### config.mk
export PLATFORM = sky130hd
export DESIGN_NAME = dring_regbank
export DESIGN_NICKNAME = d
export VERILOG_FILES = /design/src/rtl/dring_pkg.sv /design/src/rtl/dring_addr_decode.sv /design/src/rtl/dring_role_map.sv /design/src/rtl/dring_slot.sv /design/src/rtl/dring_regbank.sv
export SDC_FILE = /design/constraint.sdc
export NUM_CORES = 2
export LEC_CHECK = 0
export BUFFER_PORTS_ARGS = -buffer_cell sky130_fd_sc_hd__buf_2
export CORE_MARGIN = 3
export CORE_UTILIZATION = 50
export DETAILED_ROUTE_END_ITERATION = 12
export GPL_ROUTABILITY_DRIVEN = 0
export GPL_TIMING_DRIVEN = 0
export PLACE_DENSITY_LB_ADDON = 0.1
export RECOVER_POWER = 25
export SYNTH_ARGS = -nofsm -noshare
export SYNTH_HDL_FRONTEND = slang
export SYNTH_SLANG_ARGS = --single-unit
### constraint.sdc
create_clock -name clk -period 6.9 [get_ports clk]
set_clock_uncertainty 0.2 [all_clocks]
set_input_delay 2.07 -clock clk [delete_from_list [all_inputs] [get_ports clk]]
set_output_delay 2.07 -clock clk [all_outputs]
set_load 0.005 [all_outputs]
### src/rtl/dring_pkg.sv
// Package: window offsets, ring roles and the index arithmetic that maps a
// ring index to its role, port and interrupt vector. Assumes rings are
// ordered command, event, then a transmit/receive pair per port.
package dring_pkg;

    localparam int OFF_BASE_LO = 0;
    localparam int OFF_BASE_HI = 4;
    localparam int OFF_SIZE    = 8;
    localparam int OFF_HEAD    = 12;
    localparam int OFF_TAIL    = 16;
    localparam int OFF_CTRL    = 20;
    localparam int OFF_CRED    = 24;

    typedef enum logic [1:0] {
        ROLE_CMD = 2'd0,
        ROLE_EVT = 2'd1,
        ROLE_TX  = 2'd2,
        ROLE_RX  = 2'd3
    } ring_role_e;

    // Role of ring idx (idx assumed below the ring count).
    function automatic ring_role_e role_of(int idx);
        if (idx == 0)          return ROLE_CMD;
        else if (idx == 1)     return ROLE_EVT;
        else if (idx % 2 == 0) return ROLE_TX;
        else                   return ROLE_RX;
    endfunction

    // 1-based port of ring idx, 0 for the command and event rings.
    function automatic int port_of(int idx);
        if (idx < 2) return 0;
        return (idx - 2) / 2 + 1;
    endfunction

    // Interrupt vector of ring idx.
    function automatic int vec_of(int idx);
        int n;
        if (idx < 2) return idx;
        n = port_of(idx) - 1;
        if (role_of(idx) == ROLE_TX) return 2 + 2 * n;
        return 3 + 2 * n;
    endfunction

    function automatic int tx_index_of(int p);
        return (p - 1) * 2 + 2;
    endfunction

    function automatic int rx_index_of(int p);
        return (p - 1) * 2 + 3;
    endfunction

endpackage

### src/rtl/dring_addr_decode.sv
// Address decoder: splits a byte address into an in-space flag, a ring
// index and a window offset. Assumes windows of 2**WIN_SHIFT bytes packed
// back to back from WIN_BASE.
module dring_addr_decode #(
    parameter int unsigned ADDR_W    = 16,
    parameter int unsigned WIN_BASE  = 16'h1000,
    parameter int unsigned WIN_SHIFT = 5,
    parameter int unsigned RING_CNT  = 6,
    parameter int unsigned IDX_W     = 3
) (
    input  logic [ADDR_W-1:0]    addr,
    output logic                 hit,
    output logic [IDX_W-1:0]     idx,
    output logic [WIN_SHIFT-1:0] off
);
    localparam logic [ADDR_W:0] LO_BOUND = (ADDR_W+1)'(WIN_BASE);
    localparam logic [ADDR_W:0] HI_BOUND = (ADDR_W+1)'(WIN_BASE + (RING_CNT << WIN_SHIFT));

    logic [ADDR_W-1:0] rel;

    // Range check and window split.
    always_comb begin
        rel = addr - ADDR_W'(WIN_BASE);
        hit = ({1'b0, addr} >= LO_BOUND) && ({1'b0, addr} < HI_BOUND);
        idx = IDX_W'(rel >> WIN_SHIFT);
        off = rel[WIN_SHIFT-1:0];
    end
endmodule

### src/rtl/dring_role_map.sv
// Role map: combinational query of role, port and vector for a ring index,
// and of the transmit/receive indices for a port. Out-of-range queries
// report zeros.
module dring_role_map
    import dring_pkg::*;
#(
    parameter int unsigned NUM_PORTS = 2,
    parameter int unsigned RING_CNT  = 6,
    parameter int unsigned IDX_W     = 3,
    parameter int unsigned PORT_W    = 2
) (
    input  logic [IDX_W-1:0]  q_idx,
    input  logic [PORT_W-1:0] q_port,
    output logic [1:0]        role,
    output logic [PORT_W-1:0] port,
    output logic [IDX_W-1:0]  vec,
    output logic [IDX_W-1:0]  tx_idx,
    output logic [IDX_W-1:0]  rx_idx
);
    // Index to role/port/vector.
    always_comb begin
        if (int'(q_idx) < int'(RING_CNT)) begin
            role = role_of(int'(q_idx));
            port = PORT_W'(port_of(int'(q_idx)));
            vec  = IDX_W'(vec_of(int'(q_idx)));
        end else begin
            role = 2'd0;
            port = '0;
            vec  = '0;
        end
    end

    // Port to ring indices.
    always_comb begin
        if (q_port != '0 && int'(q_port) <= int'(NUM_PORTS)) begin
            tx_idx = IDX_W'(tx_index_of(int'(q_port)));
            rx_idx = IDX_W'(rx_index_of(int'(q_port)));
        end else begin
            tx_idx = '0;
            rx_idx = '0;
        end
    end
endmodule

### src/rtl/dring_slot.sv
// One ring's state: base, size, head, tail, credits and control. Applies
// window writes selected by the top and post strobes from the data path.
// Assumes at most one write per cycle and SIZE_W, CRED_W no wider than 32.
module dring_slot
    import dring_pkg::*;
#(
    parameter int unsigned SIZE_W = 16,
    parameter int unsigned CRED_W = 16,
    parameter int unsigned CTRL_W = 8,
    parameter int unsigned OFF_W  = 5
) (
    input  logic              clk,
    input  logic              rst_n,
    input  logic              wr_sel,
    input  logic              wr_wide,
    input  logic [OFF_W-1:0]  wr_off,
    input  logic [63:0]       wr_data,
    input  logic [31:0]       lo_latch,
    input  logic              post,
    output logic [63:0]       base_o,
    output logic [SIZE_W-1:0] size_o,
    output logic [SIZE_W-1:0] head_o,
    output logic [SIZE_W-1:0] tail_o,
    output logic [CRED_W-1:0] cred_o,
    output logic [CTRL_W-1:0] ctrl_o,
    output logic              head_evt,
    output logic              cred_evt,
    output logic              cred_irq
);
    logic [63:0]       base_q;
    logic [SIZE_W-1:0] size_q, head_q, tail_q, tail_nxt;
    logic [CRED_W-1:0] cred_q, cred_nxt, cred_cap;
    logic [CTRL_W-1:0] ctrl_q;
    logic [CRED_W:0]   cred_sum;
    logic [SIZE_W:0]   tail_inc;
    logic              w32;

    // Write qualification for head and credit accesses.
    always_comb begin
        w32      = wr_sel && !wr_wide;
        head_evt = w32 && (wr_off == OFF_W'(OFF_HEAD)) && (wr_data[31:0] < 32'(size_q));
        cred_evt = w32 && (wr_off == OFF_W'(OFF_CRED));
    end

    // Credit arithmetic: add the post first, then subtract a return.
    always_comb begin
        cred_sum = {1'b0, cred_q} + (CRED_W+1)'(post);
        cred_cap = cred_sum[CRED_W] ? {CRED_W{1'b1}} : cred_sum[CRED_W-1:0];
        if (cred_evt) begin
            if (wr_data[31:0] >= 32'(cred_cap)) cred_nxt = '0;
            else                                 cred_nxt = cred_cap - CRED_W'(wr_data[31:0]);
        end else begin
            cred_nxt = cred_cap;
        end
        cred_irq = cred_evt && (cred_nxt != '0);
    end

    // Tail advance with wrap at the ring size.
    always_comb begin
        tail_inc = {1'b0, tail_q} + (SIZE_W+1)'(1);
        if (!post)                          tail_nxt = tail_q;
        else if (tail_inc >= {1'b0, size_q}) tail_nxt = '0;
        else                                 tail_nxt = tail_inc[SIZE_W-1:0];
    end

    // State registers.
    always_ff @(posedge clk) begin
        if (!rst_n) begin
            base_q <= '0;
            size_q <= '0;
            head_q <= '0;
            tail_q <= '0;
            cred_q <= '0;
            ctrl_q <= '0;
        end else begin
            tail_q <= tail_nxt;
            cred_q <= cred_nxt;
            if (wr_sel && wr_wide) begin
                if (wr_off == OFF_W'(OFF_BASE_LO)) base_q <= wr_data;
            end else if (wr_sel) begin
                if (wr_off == OFF_W'(OFF_BASE_HI)) base_q <= {wr_data[31:0], lo_latch};
                if (wr_off == OFF_W'(OFF_SIZE))    size_q <= wr_data[SIZE_W-1:0];
                if (wr_off == OFF_W'(OFF_CTRL))    ctrl_q <= wr_data[CTRL_W-1:0];
            end
            if (head_evt) head_q <= wr_data[SIZE_W-1:0];
        end
    end

    assign base_o = base_q;
    assign size_o = size_q;
    assign head_o = head_q;
    assign tail_o = tail_q;
    assign cred_o = cred_q;
    assign ctrl_o = ctrl_q;

    // head moves only on an accepted head write.
    p_head_hold_r6: assert property (@(posedge clk) disable iff (!rst_n)
        !head_evt |=> $stable(head_q));
    // an accepted head lies below the size.
    p_head_in_range_r6: assert property (@(posedge clk) disable iff (!rst_n)
        head_evt |=> head_q < size_q);
    // tail moves only on a post.
    p_tail_hold_r8: assert property (@(posedge clk) disable iff (!rst_n)
        !post |=> $stable(tail_q));
    // without a post, credits never rise.
    p_cred_no_rise_r7: assert property (@(posedge clk) disable iff (!rst_n)
        !post |=> cred_q <= $past(cred_q));
endmodule

### src/rtl/dring_regbank.sv
// Descriptor ring register bank top: decodes write and read addresses into
// ring windows, holds the shared low-half latch, instantiates one slot per
// ring, registers pulses and the interrupt request, and muxes read data.
// Assumes one write and one read per cycle at most.
module dring_regbank
    import dring_pkg::*;
#(
    parameter int unsigned NUM_PORTS = 2,
    parameter int unsigned ADDR_W    = 16,
    parameter int unsigned WIN_BASE  = 16'h1000,
    parameter int unsigned SIZE_W    = 16,
    parameter int unsigned CRED_W    = 16,
    parameter int unsigned CTRL_W    = 8,
    localparam int unsigned WIN_SHIFT = 5,
    localparam int unsigned RING_CNT  = 2 + 2 * NUM_PORTS,
    localparam int unsigned IDX_W     = $clog2(RING_CNT),
    localparam int unsigned PORT_W    = $clog2(NUM_PORTS + 1)
) (
    input  logic                         clk,
    input  logic                         rst_n,
    input  logic                         wr_en,
    input  logic                         wr_wide,
    input  logic [ADDR_W-1:0]            wr_addr,
    input  logic [63:0]                  wr_data,
    input  logic                         rd_en,
    input  logic                         rd_wide,
    input  logic [ADDR_W-1:0]            rd_addr,
    output logic                         rd_valid,
    output logic [63:0]                  rd_data,
    input  logic [RING_CNT-1:0]          ring_post,
    output logic [RING_CNT-1:0]          head_pulse,
    output logic [RING_CNT-1:0]          cred_pulse,
    output logic                         irq_req,
    output logic [IDX_W-1:0]             irq_vec,
    output logic [RING_CNT*CTRL_W-1:0]   ring_ctrl,
    input  logic [IDX_W-1:0]             map_idx,
    output logic [1:0]                   map_role,
    output logic [PORT_W-1:0]            map_port,
    output logic [IDX_W-1:0]             map_vec,
    input  logic [PORT_W-1:0]            map_pnum,
    output logic [IDX_W-1:0]             map_tx_idx,
    output logic [IDX_W-1:0]             map_rx_idx
);
    logic                 wr_hit, rd_hit;
    logic [IDX_W-1:0]     wr_idx, rd_idx;
    logic [WIN_SHIFT-1:0] wr_off, rd_off;
    logic [31:0]          lo_latch_q;
    logic [RING_CNT-1:0]  head_evt_v, cred_evt_v, cred_irq_v;
    logic [63:0]          rd_word;

    logic [63:0]       base_a [RING_CNT];
    logic [SIZE_W-1:0] size_a [RING_CNT];
    logic [SIZE_W-1:0] head_a [RING_CNT];
    logic [SIZE_W-1:0] tail_a [RING_CNT];
    logic [CRED_W-1:0] cred_a [RING_CNT];

    dring_addr_decode #(
        .ADDR_W(ADDR_W), .WIN_BASE(WIN_BASE), .WIN_SHIFT(WIN_SHIFT),
        .RING_CNT(RING_CNT), .IDX_W(IDX_W)
    ) u_wr_dec (.addr(wr_addr), .hit(wr_hit), .idx(wr_idx), .off(wr_off));

    dring_addr_decode #(
        .ADDR_W(ADDR_W), .WIN_BASE(WIN_BASE), .WIN_SHIFT(WIN_SHIFT),
        .RING_CNT(RING_CNT), .IDX_W(IDX_W)
    ) u_rd_dec (.addr(rd_addr), .hit(rd_hit), .idx(rd_idx), .off(rd_off));

    dring_role_map #(
        .NUM_PORTS(NUM_PORTS), .RING_CNT(RING_CNT), .IDX_W(IDX_W), .PORT_W(PORT_W)
    ) u_map (
        .q_idx(map_idx), .q_port(map_pnum), .role(map_role), .port(map_port),
        .vec(map_vec), .tx_idx(map_tx_idx), .rx_idx(map_rx_idx)
    );

    for (genvar g = 0; g < RING_CNT; g++) begin : g_slot
        dring_slot #(
            .SIZE_W(SIZE_W), .CRED_W(CRED_W), .CTRL_W(CTRL_W), .OFF_W(WIN_SHIFT)
        ) u_slot (
            .clk(clk), .rst_n(rst_n),
            .wr_sel(wr_en && wr_hit && (wr_idx == IDX_W'(g))),
            .wr_wide(wr_wide), .wr_off(wr_off), .wr_data(wr_data),
            .lo_latch(lo_latch_q), .post(ring_post[g]),
            .base_o(base_a[g]), .size_o(size_a[g]), .head_o(head_a[g]),
            .tail_o(tail_a[g]), .cred_o(cred_a[g]),
            .ctrl_o(ring_ctrl[g*CTRL_W +: CTRL_W]),
            .head_evt(head_evt_v[g]), .cred_evt(cred_evt_v[g]), .cred_irq(cred_irq_v[g])
        );
    end

    // Shared low-half latch for split base writes.
    always_ff @(posedge clk) begin
        if (!rst_n) begin
            lo_latch_q <= '0;
        end else if (wr_en && wr_hit && !wr_wide) begin
            if (wr_off == WIN_SHIFT'(OFF_BASE_LO))      lo_latch_q <= wr_data[31:0];
            else if (wr_off == WIN_SHIFT'(OFF_BASE_HI)) lo_latch_q <= '0;
        end
    end

    // Notification pulses and interrupt request, one cycle after the write.
    always_ff @(posedge clk) begin
        if (!rst_n) begin
            head_pulse <= '0;
            cred_pulse <= '0;
            irq_req    <= 1'b0;
            irq_vec    <= '0;
        end else begin
            head_pulse <= head_evt_v;
            cred_pulse <= cred_evt_v;
            irq_req    <= |(head_evt_v | cred_irq_v);
            irq_vec    <= IDX_W'(vec_of(int'(wr_idx)));
        end
    end

    // Read data selection by window offset and access width.
    always_comb begin
        rd_word = '0;
        if (rd_hit) begin
            if (rd_wide) begin
                if (rd_off == WIN_SHIFT'(OFF_BASE_LO)) rd_word = base_a[rd_idx];
            end else begin
                case (rd_off)
                    WIN_SHIFT'(OFF_BASE_LO): rd_word = {32'd0, base_a[rd_idx][31:0]};
                    WIN_SHIFT'(OFF_BASE_HI): rd_word = {32'd0, base_a[rd_idx][63:32]};
                    WIN_SHIFT'(OFF_SIZE):    rd_word = 64'(size_a[rd_idx]);
                    WIN_SHIFT'(OFF_HEAD):    rd_word = 64'(head_a[rd_idx]);
                    WIN_SHIFT'(OFF_TAIL):    rd_word = 64'(tail_a[rd_idx]);
                    WIN_SHIFT'(OFF_CRED):    rd_word = 64'(cred_a[rd_idx]);
                    default:                 rd_word = '0;
                endcase
            end
        end
    end

    // Read data register, one cycle latency.
    always_ff @(posedge clk) begin
        if (!rst_n) begin
            rd_valid <= 1'b0;
            rd_data  <= '0;
        end else begin
            rd_valid <= rd_en;
            if (rd_en) rd_data <= rd_word;
        end
    end

    // read data follows a read strobe by one cycle.
    p_rd_latency_r9: assert property (@(posedge clk) disable iff (!rst_n)
        rd_valid |-> $past(rd_en));
    // requested vector names an existing ring.
    p_irq_vec_range_r3: assert property (@(posedge clk) disable iff (!rst_n)
        irq_req |-> int'(irq_vec) < int'(RING_CNT));
    // an interrupt always comes with a head or credit pulse.
    p_irq_cause_r7: assert property (@(posedge clk) disable iff (!rst_n)
        irq_req |-> (|(head_pulse | cred_pulse)));
    // at most one ring is notified per cycle.
    p_pulse_single_r6: assert property (@(posedge clk) disable iff (!rst_n)
        $onehot0(head_pulse | cred_pulse));
endmodule

=== Word level (Yosys, flattened, before mapping) ===
Cells that the tools add are included.

* Register bits after elaboration: 929
* Input port bits: 113
* Output and inout port bits: 142
* Logic and storage cells: 338

* Add/subtract/negate cells: 35
* Equality and inequality tests: 25
* Bitwise gates (word level): 10
* Multiplexer cells: 103
* Order comparisons: 27
* Reductions and logical operators: 95

{| class="wikitable"
|+ Operator list
! cell !! number
|-
| 2-to-1 mux 64 bit || 19
|-
| 2-to-1 mux 16 bit || 32
|-
| binary-select mux 16 bit (select 3 bit) || 4
|-
| binary-select mux 64 bit (select 3 bit) || 1
|-
| greater-or-equal comparator 32 x 16 -> 1 bit || 6
|-
| < comparator 32 x 16 -> 1 bit || 6
|-
| one-hot mux 32 bit (6 select lines) || 1
|-
| adder 16 x 1 -> 17 bit || 6
|-
| adder 16 x 1 -> 17 bit (second input constant) || 6
|-
| greater-or-equal comparator 17 x 16 -> 1 bit || 6
|-
| nonzero test 16 bit || 6
|-
| subtractor 16 bit || 6
|-
| logical NOT 32 bit || 2
|-
| 2-to-1 mux 32 bit || 2
|-
| AND reduction 3 bit || 18
|-
| logical AND 1 bit || 47
|-
| 2-to-1 mux 2 bit || 17
|-
| 2-to-1 mux 3 bit || 11
|-
| greater-or-equal comparator 16 x 13 -> 1 bit (second input constant) || 2
|-
| < comparator 16 x 13 -> 1 bit (second input constant) || 2
|-
| nonzero test 2 bit || 14
|-
| == test 5 x 4 -> 1 bit (second input constant) || 4
|-
| == test 5 bit (second input constant) || 4
|-
| 2-to-1 mux 1 bit || 16
|-
| 27 further kinds || 57
|}

=== Depth between registers and ports, before layout ===
* Word-level depth: 14
* Depth in mapped cells: 22

=== Hierarchy ===
A second synthesis with hierarchy kept.

* Cell total of the unflattened synthesis: 7,384
* Area total of the unflattened synthesis: 59,764.8 um^2

{| class="wikitable"
|+ Modules (own cells, without submodules)
! module !! seq. area each (um^2) !! cells each !! area each (um^2) !! instances
|-
| dring_slot at g_slot[1].u_slot ... || 2,722.6 || 1,006 || 7,997.7 || 4
|-
| dring_regbank || 2,262.2 || 1,276 || 10,682.7 || 1
|-
| dring_slot at g_slot[5].u_slot || 2,722.6 || 1,034 || 8,451.9 || 1
|-
| dring_slot at g_slot[0].u_slot || 2,722.6 || 998 || 8,284.2 || 1
|-
| dring_role_map || 0.0 || 28 || 185.2 || 1
|-
| dring_addr_decode || 0.0 || 12 || 85.1 || 2
|}

=== Worst setup path before layout ===
OpenSTA, ideal clock, no wires.

* Path kind: in2reg
* Start: in ring_post[4]
* End: reg irq_req
* Slack: 0.484 ns
* Cell stages on the path: 21
* Library setup time: 0.139 ns
* Arrival: 6.077 ns
* Path through: ha_1 > ha_1 > and3_1 > and3_1 > nand2_1 > or3_1 > clkbuf_1 > nand2b_1 > inv_1 > ha_1 > fa_1 > nor2b_1 > o21ai_0 > a21boi_0 > o31ai_1 > a21boi_0 > or4_1 > nor4_1 > a41oi_1 > o41ai_1 > a41oi_1

* Cells in the longest elaborated chain, start to end: 9

{| class="wikitable"
|+ Ends and longest elaborated chain
! what !! line !! RTL
|-
| start, declared || dring_regbank.sv:30 || <nowiki>input logic [RING_CNT-1:0] ring_post,</nowiki>
|-
| adder 16 x 1 -> 17 bit (*) || dring_slot.sv:47 || <nowiki>cred_sum = {1'b0, cred_q} + (CRED_W+1)'(post);</nowiki>
|-
| 2-to-1 mux 16 bit (*) || dring_slot.sv:48 || <nowiki>cred_cap = cred_sum[CRED_W] ? {CRED_W{1'b1}} : cred_sum[CRED_W-1:0];</nowiki>
|-
| greater-or-equal comparator 32 x 16 -> 1 bit / subtractor 16 bit (equally long branches) || dring_slot.sv:50, dring_slot.sv:51 ||
|-
| 2-to-1 mux 16 bit || dring_slot.sv:50 || <nowiki>if (wr_data[31:0] >= 32'(cred_cap)) cred_nxt = '0;</nowiki>
|-
| 2-to-1 mux 16 bit (*) || dring_slot.sv:49 || <nowiki>if (cred_evt) begin</nowiki>
|-
| nonzero test 16 bit (*) || dring_slot.sv:55 || <nowiki>cred_irq = cred_evt && (cred_nxt != '0);</nowiki>
|-
| logical AND 1 bit (*) || dring_slot.sv:55 ||
|-
| OR 6 bit (*) || dring_regbank.sv:109 || <nowiki>irq_req <= |(head_evt_v | cred_irq_v);</nowiki>
|-
| OR reduction 6 bit (*) || dring_regbank.sv:109 ||
|-
| end signal, assigned || dring_regbank.sv:109 ||
|-
| end, declared || dring_regbank.sv:33 || <nowiki>output logic irq_req,</nowiki>
|}

Mark *: on every way between the ends. The rest lies on a longest branch, timed or not.
A chain may end at the register's enable or synchronous reset.

=== Final worst setup path ===
* Start: in wr_data[1]
* End: reg irq_req

* Cells in the longest elaborated chain, start to end: 7

{| class="wikitable"
|+ Ends and longest elaborated chain
! what !! line !! RTL
|-
| start, declared || dring_regbank.sv:24 || <nowiki>input logic [63:0] wr_data,</nowiki>
|-
| greater-or-equal comparator 32 x 16 -> 1 bit / subtractor 16 bit (equally long branches) || dring_slot.sv:50, dring_slot.sv:51 ||
|-
| 2-to-1 mux 16 bit || dring_slot.sv:50 ||
|-
| 2-to-1 mux 16 bit || dring_slot.sv:49 ||
|-
| nonzero test 16 bit || dring_slot.sv:55 ||
|-
| logical AND 1 bit || dring_slot.sv:55 ||
|-
| OR 6 bit (*) || dring_regbank.sv:109 ||
|-
| OR reduction 6 bit (*) || dring_regbank.sv:109 ||
|}

Marked as above.

==> summary.txt <==
Synthesis
  – Syn avg cell area: 8.30 sq um
  – Cells after synthesis: 6868
  – Seq/Total Area, Yosys: 32.6%
  – Synth Flop Type: dfxtp_1
  – Yosys cell types: 76
  – Post-synthesis register bit count: 929
  – Yosys warns: 0
  – Post-synth top area share: 32.6%
  – Largest cells by area after synthesis: dfxtp_1, mux2i_1, ha_1
  – Area leader, netlist: dfxtp_1
  – Cell area after synthesis: 0.0570 sq mm
  – Total nets after synthesis: 7383
  – Post-synth EDFFs: 0
  – Ys async rst share: 0%

Floorplan
  – Die area: 0.118 sq mm
  – Die width: 344 microns
  – Num ports: 255
  – Chip height: 344 microns
  – Core area: 0.113 sq mm
  – # rows: 123
  – Starting Density: 50.5%

STA
  – Max-slew headroom: -0.503%
  – Slew Viols, Final: 1
  – Max Fclk: 146 MHz
  – Setup Viol. Count Final: 0
  – Crit share post-route: 99.6%
  – Worst Tran Pin Value: 1490 ps
  – Hold Violations, Final: 0
  – Final worst path period need: 6870 ps

Placement
  – I/O Buffers: 248
  – Placed standard-cell area: 0.0601 sq mm
  – HPWL after DPL: 185000 microns

Finish
  – Layout net count: 7735
  – Utilization after layout: 56.6%
  – Final Cell Area: 0.0639 sq mm
  – Area Growth Syn to Fin: 12.1%
  – Commonest cells after routing, fill and taps aside: nor2_1, dfxtp_1, mux2i_1
  – Most common cell after layout, fill and taps aside: nor2_1
  – Share of cells above drive strength 1: 7.39%

Critical path
  – Reg-to-reg critical path startpoint: g_slot[0].u_slot.cred_o[0]$_SDFF_PN0_
  – Slowest cell delay on critical path: 560 ps
  – Cell chain of the critical path: buf_4, clkbuf_4, inv_1, ha_1, nor2b_1, o2111ai_1, nand3b_1, xor2_1, or4_1, nor4_2, a41oi_2, or4_1, a221o_1, nor4_4, a41oi_1
  – WS Path Type: in2reg
  – Slowest stage cell, crit path: or4_1
  – Critical Path RT: 7260 ps
  – Crit path DAT: 7230 ps
  – Startpoint Class: input port
  – Crit path top cell by count: or4_1
  – Worst Setup SP: wr_data[1]
  – Crit end category: flip-flop
  – Crit-path max FO: 23

Clock network
  – Clk root buf: clkbuf_16
  – CTS tree: yes
  – Worst-Skew Late Latency: 740 ps
  – TritonCTS sink count: 929
  – Max H-tree Level: 3
  – Max clock buf depth: 3
  – TritonCTS buffer count: 106
  – Clock slew at the register clock pins of the worst setup and hold paths: 60 ps
  – CTS Hold Bufs: 0

Run
  – Max_cap viols: 1

Routing
  – 1st-iter DRT viols: 7126
  – Pre-antenna DRT Iters: 8
  – Antenna-violating nets left: 0
  – Total number of vias: 56000
  – # DRC: 0
  – DR vias/cell: 6.35
  – WL/cell: 27.7 microns
  – Routed WL: 245000 microns

GRT
  – Largest net degree at the start of global routing: 27
  – Total GRT Usage: 40.1%
  – Grt total ovfl: 0
  – Vias in the first global route: 52300
  – Global-route wire length before repair: 349000 microns
  – Initial antenna violation count: 19

Outcome
  – Failing checks: max-capacitance violations, max-slew violations
  – Status: finished, violations left

Hold path
  – Hold Crit Class: reg2reg
  – Hold Crit Start: g_slot[0].u_slot.ctrl_o[2]$_SDFFE_PN0P_

Pwr
  – Peak supply drop: 0.000245 V
  – Power per Cell Area: 197 mW/mm^2
  – P_leak: 0.0237 uW
[logic make-up (layout without fill, tap and decap cells)]
kind of cell,Yosys count,in the layout,synth area share [%]
mux,749,749,16.0
fa+ha+maj,402,402,8.91
compound gates,1491,1491,16.5
xor+xnor,198,198,3.04
other cells,1,14,0.00658
flops,929,929,32.6
buf+inv,840,1275,5.59
simple gates,2258,2258,17.4
[registers in the layout, summed over array words and instances (netlist names)]
| signal | count |
|---|---|
| cred_pulse | 6 |
| g_slot.u_slot.base_o | 384 |
| g_slot.u_slot.cred_o | 96 |
| g_slot.u_slot.ctrl_o | 48 |
| g_slot.u_slot.head_o | 96 |
| g_slot.u_slot.size_o | 96 |
| g_slot.u_slot.tail_o | 96 |
| head_pulse | 6 |
| irq_req | 1 |
| irq_vec | 3 |
| lo_latch_q | 32 |
| rd_data | 64 |
| rd_valid | 1 |
[report_power, final]
part	total, uW	switching, uW	internal (uW)
Clock	6070	2520	3540
Sequential	5380	11.2	5370
Combinational	1140	828	309
[final timing paths]
check	to	slack, ps	cells past startpoint
setup reg to reg	irq_req$_SDFF_PN0_	1330	18
setup / recovery	irq_req$_SDFF_PN0_	30	15
hold / removal	g_slot[0].u_slot.ctrl_o[2]$_SDFFE_PN0P_	250	2
hold reg to reg	g_slot[0].u_slot.ctrl_o[2]$_SDFFE_PN0P_	250	2
[cell type report]
cell class                 count  area, sq um
sequential                   929        18600
tap                         1500         1880
buffer                       462         1790
antenna                       13         32.5
inverter                     369         1390
clock buffer                 152         3110
timing repair buffer         253         1210
clock inverter                39          583
multi-input combinational   5099        35300
fill                       10600        48900
[stage by stage]
step	power, uW	TNS [ps]	cells	setup slack [ps]	hold slack, ps
3_3_place_gp	6580	-88140	8616	-2320	242
4_1_cts	12500	-17.6	8805	-17.6	252
2_1_floorplan	6100	0	6868	484	235
3_5_place_dp	6590	-86140	8616	-2290	242
6_report	12600	0	8816	28.6	251
5_1_grt	12800	-61.8	8803	-61.8	268
[what timing repair did]
item / 4_1_cts / 5_1_grt
buffers inserted: 4 / 0
gates resized for setup: 33 / 15
pin swaps: 1 / 2
hold endpoints to repair: 0 / 0
endpoints found under the setup margin: 51 / 1
[critical path: cells and delay by family]
kind	cells	cell delay (ps)
AOI/OAI and AO/OA	4	1140
xor gates and xnor gates	1	170
adders and majority gates	1	390
buffers and inverters	3	1360
and+or+nand+nor	6	2060
[synthesized netlist by cell type (15+ instances only)]
master    number
and2_1        30
a31oi_1       35
nand3_1      164
a32o_1        28
a211oi_1     279
a21o_1        56
xnor2_1      112
o21ai_0      150
nor2_1      1047
nor4_1        30
nand4_1       57
a22oi_1      115
clkbuf_1     413
and4_1        15
xor2_1        86
dfxtp_1      929
mux4_2       128
a21oi_1      552
buf_1         42
nand2_1      598
nor3_1        49
and3_1        70
ha_1         396
nor2b_1       40
inv_1        365
nand2b_1      79
o21a_1        44
mux2i_1      619
o22ai_1      135
[layer usage]
layer	vias to the layer above	wire length (microns)	track usage (%)
li1	24900	-	-
met1	26600	91800	50.0
met2	3462	105000	61.5
met3	966	26800	9.09
met4	16	20600	27.7
met5	-	118	0
(Power assumes the default switching activity.)
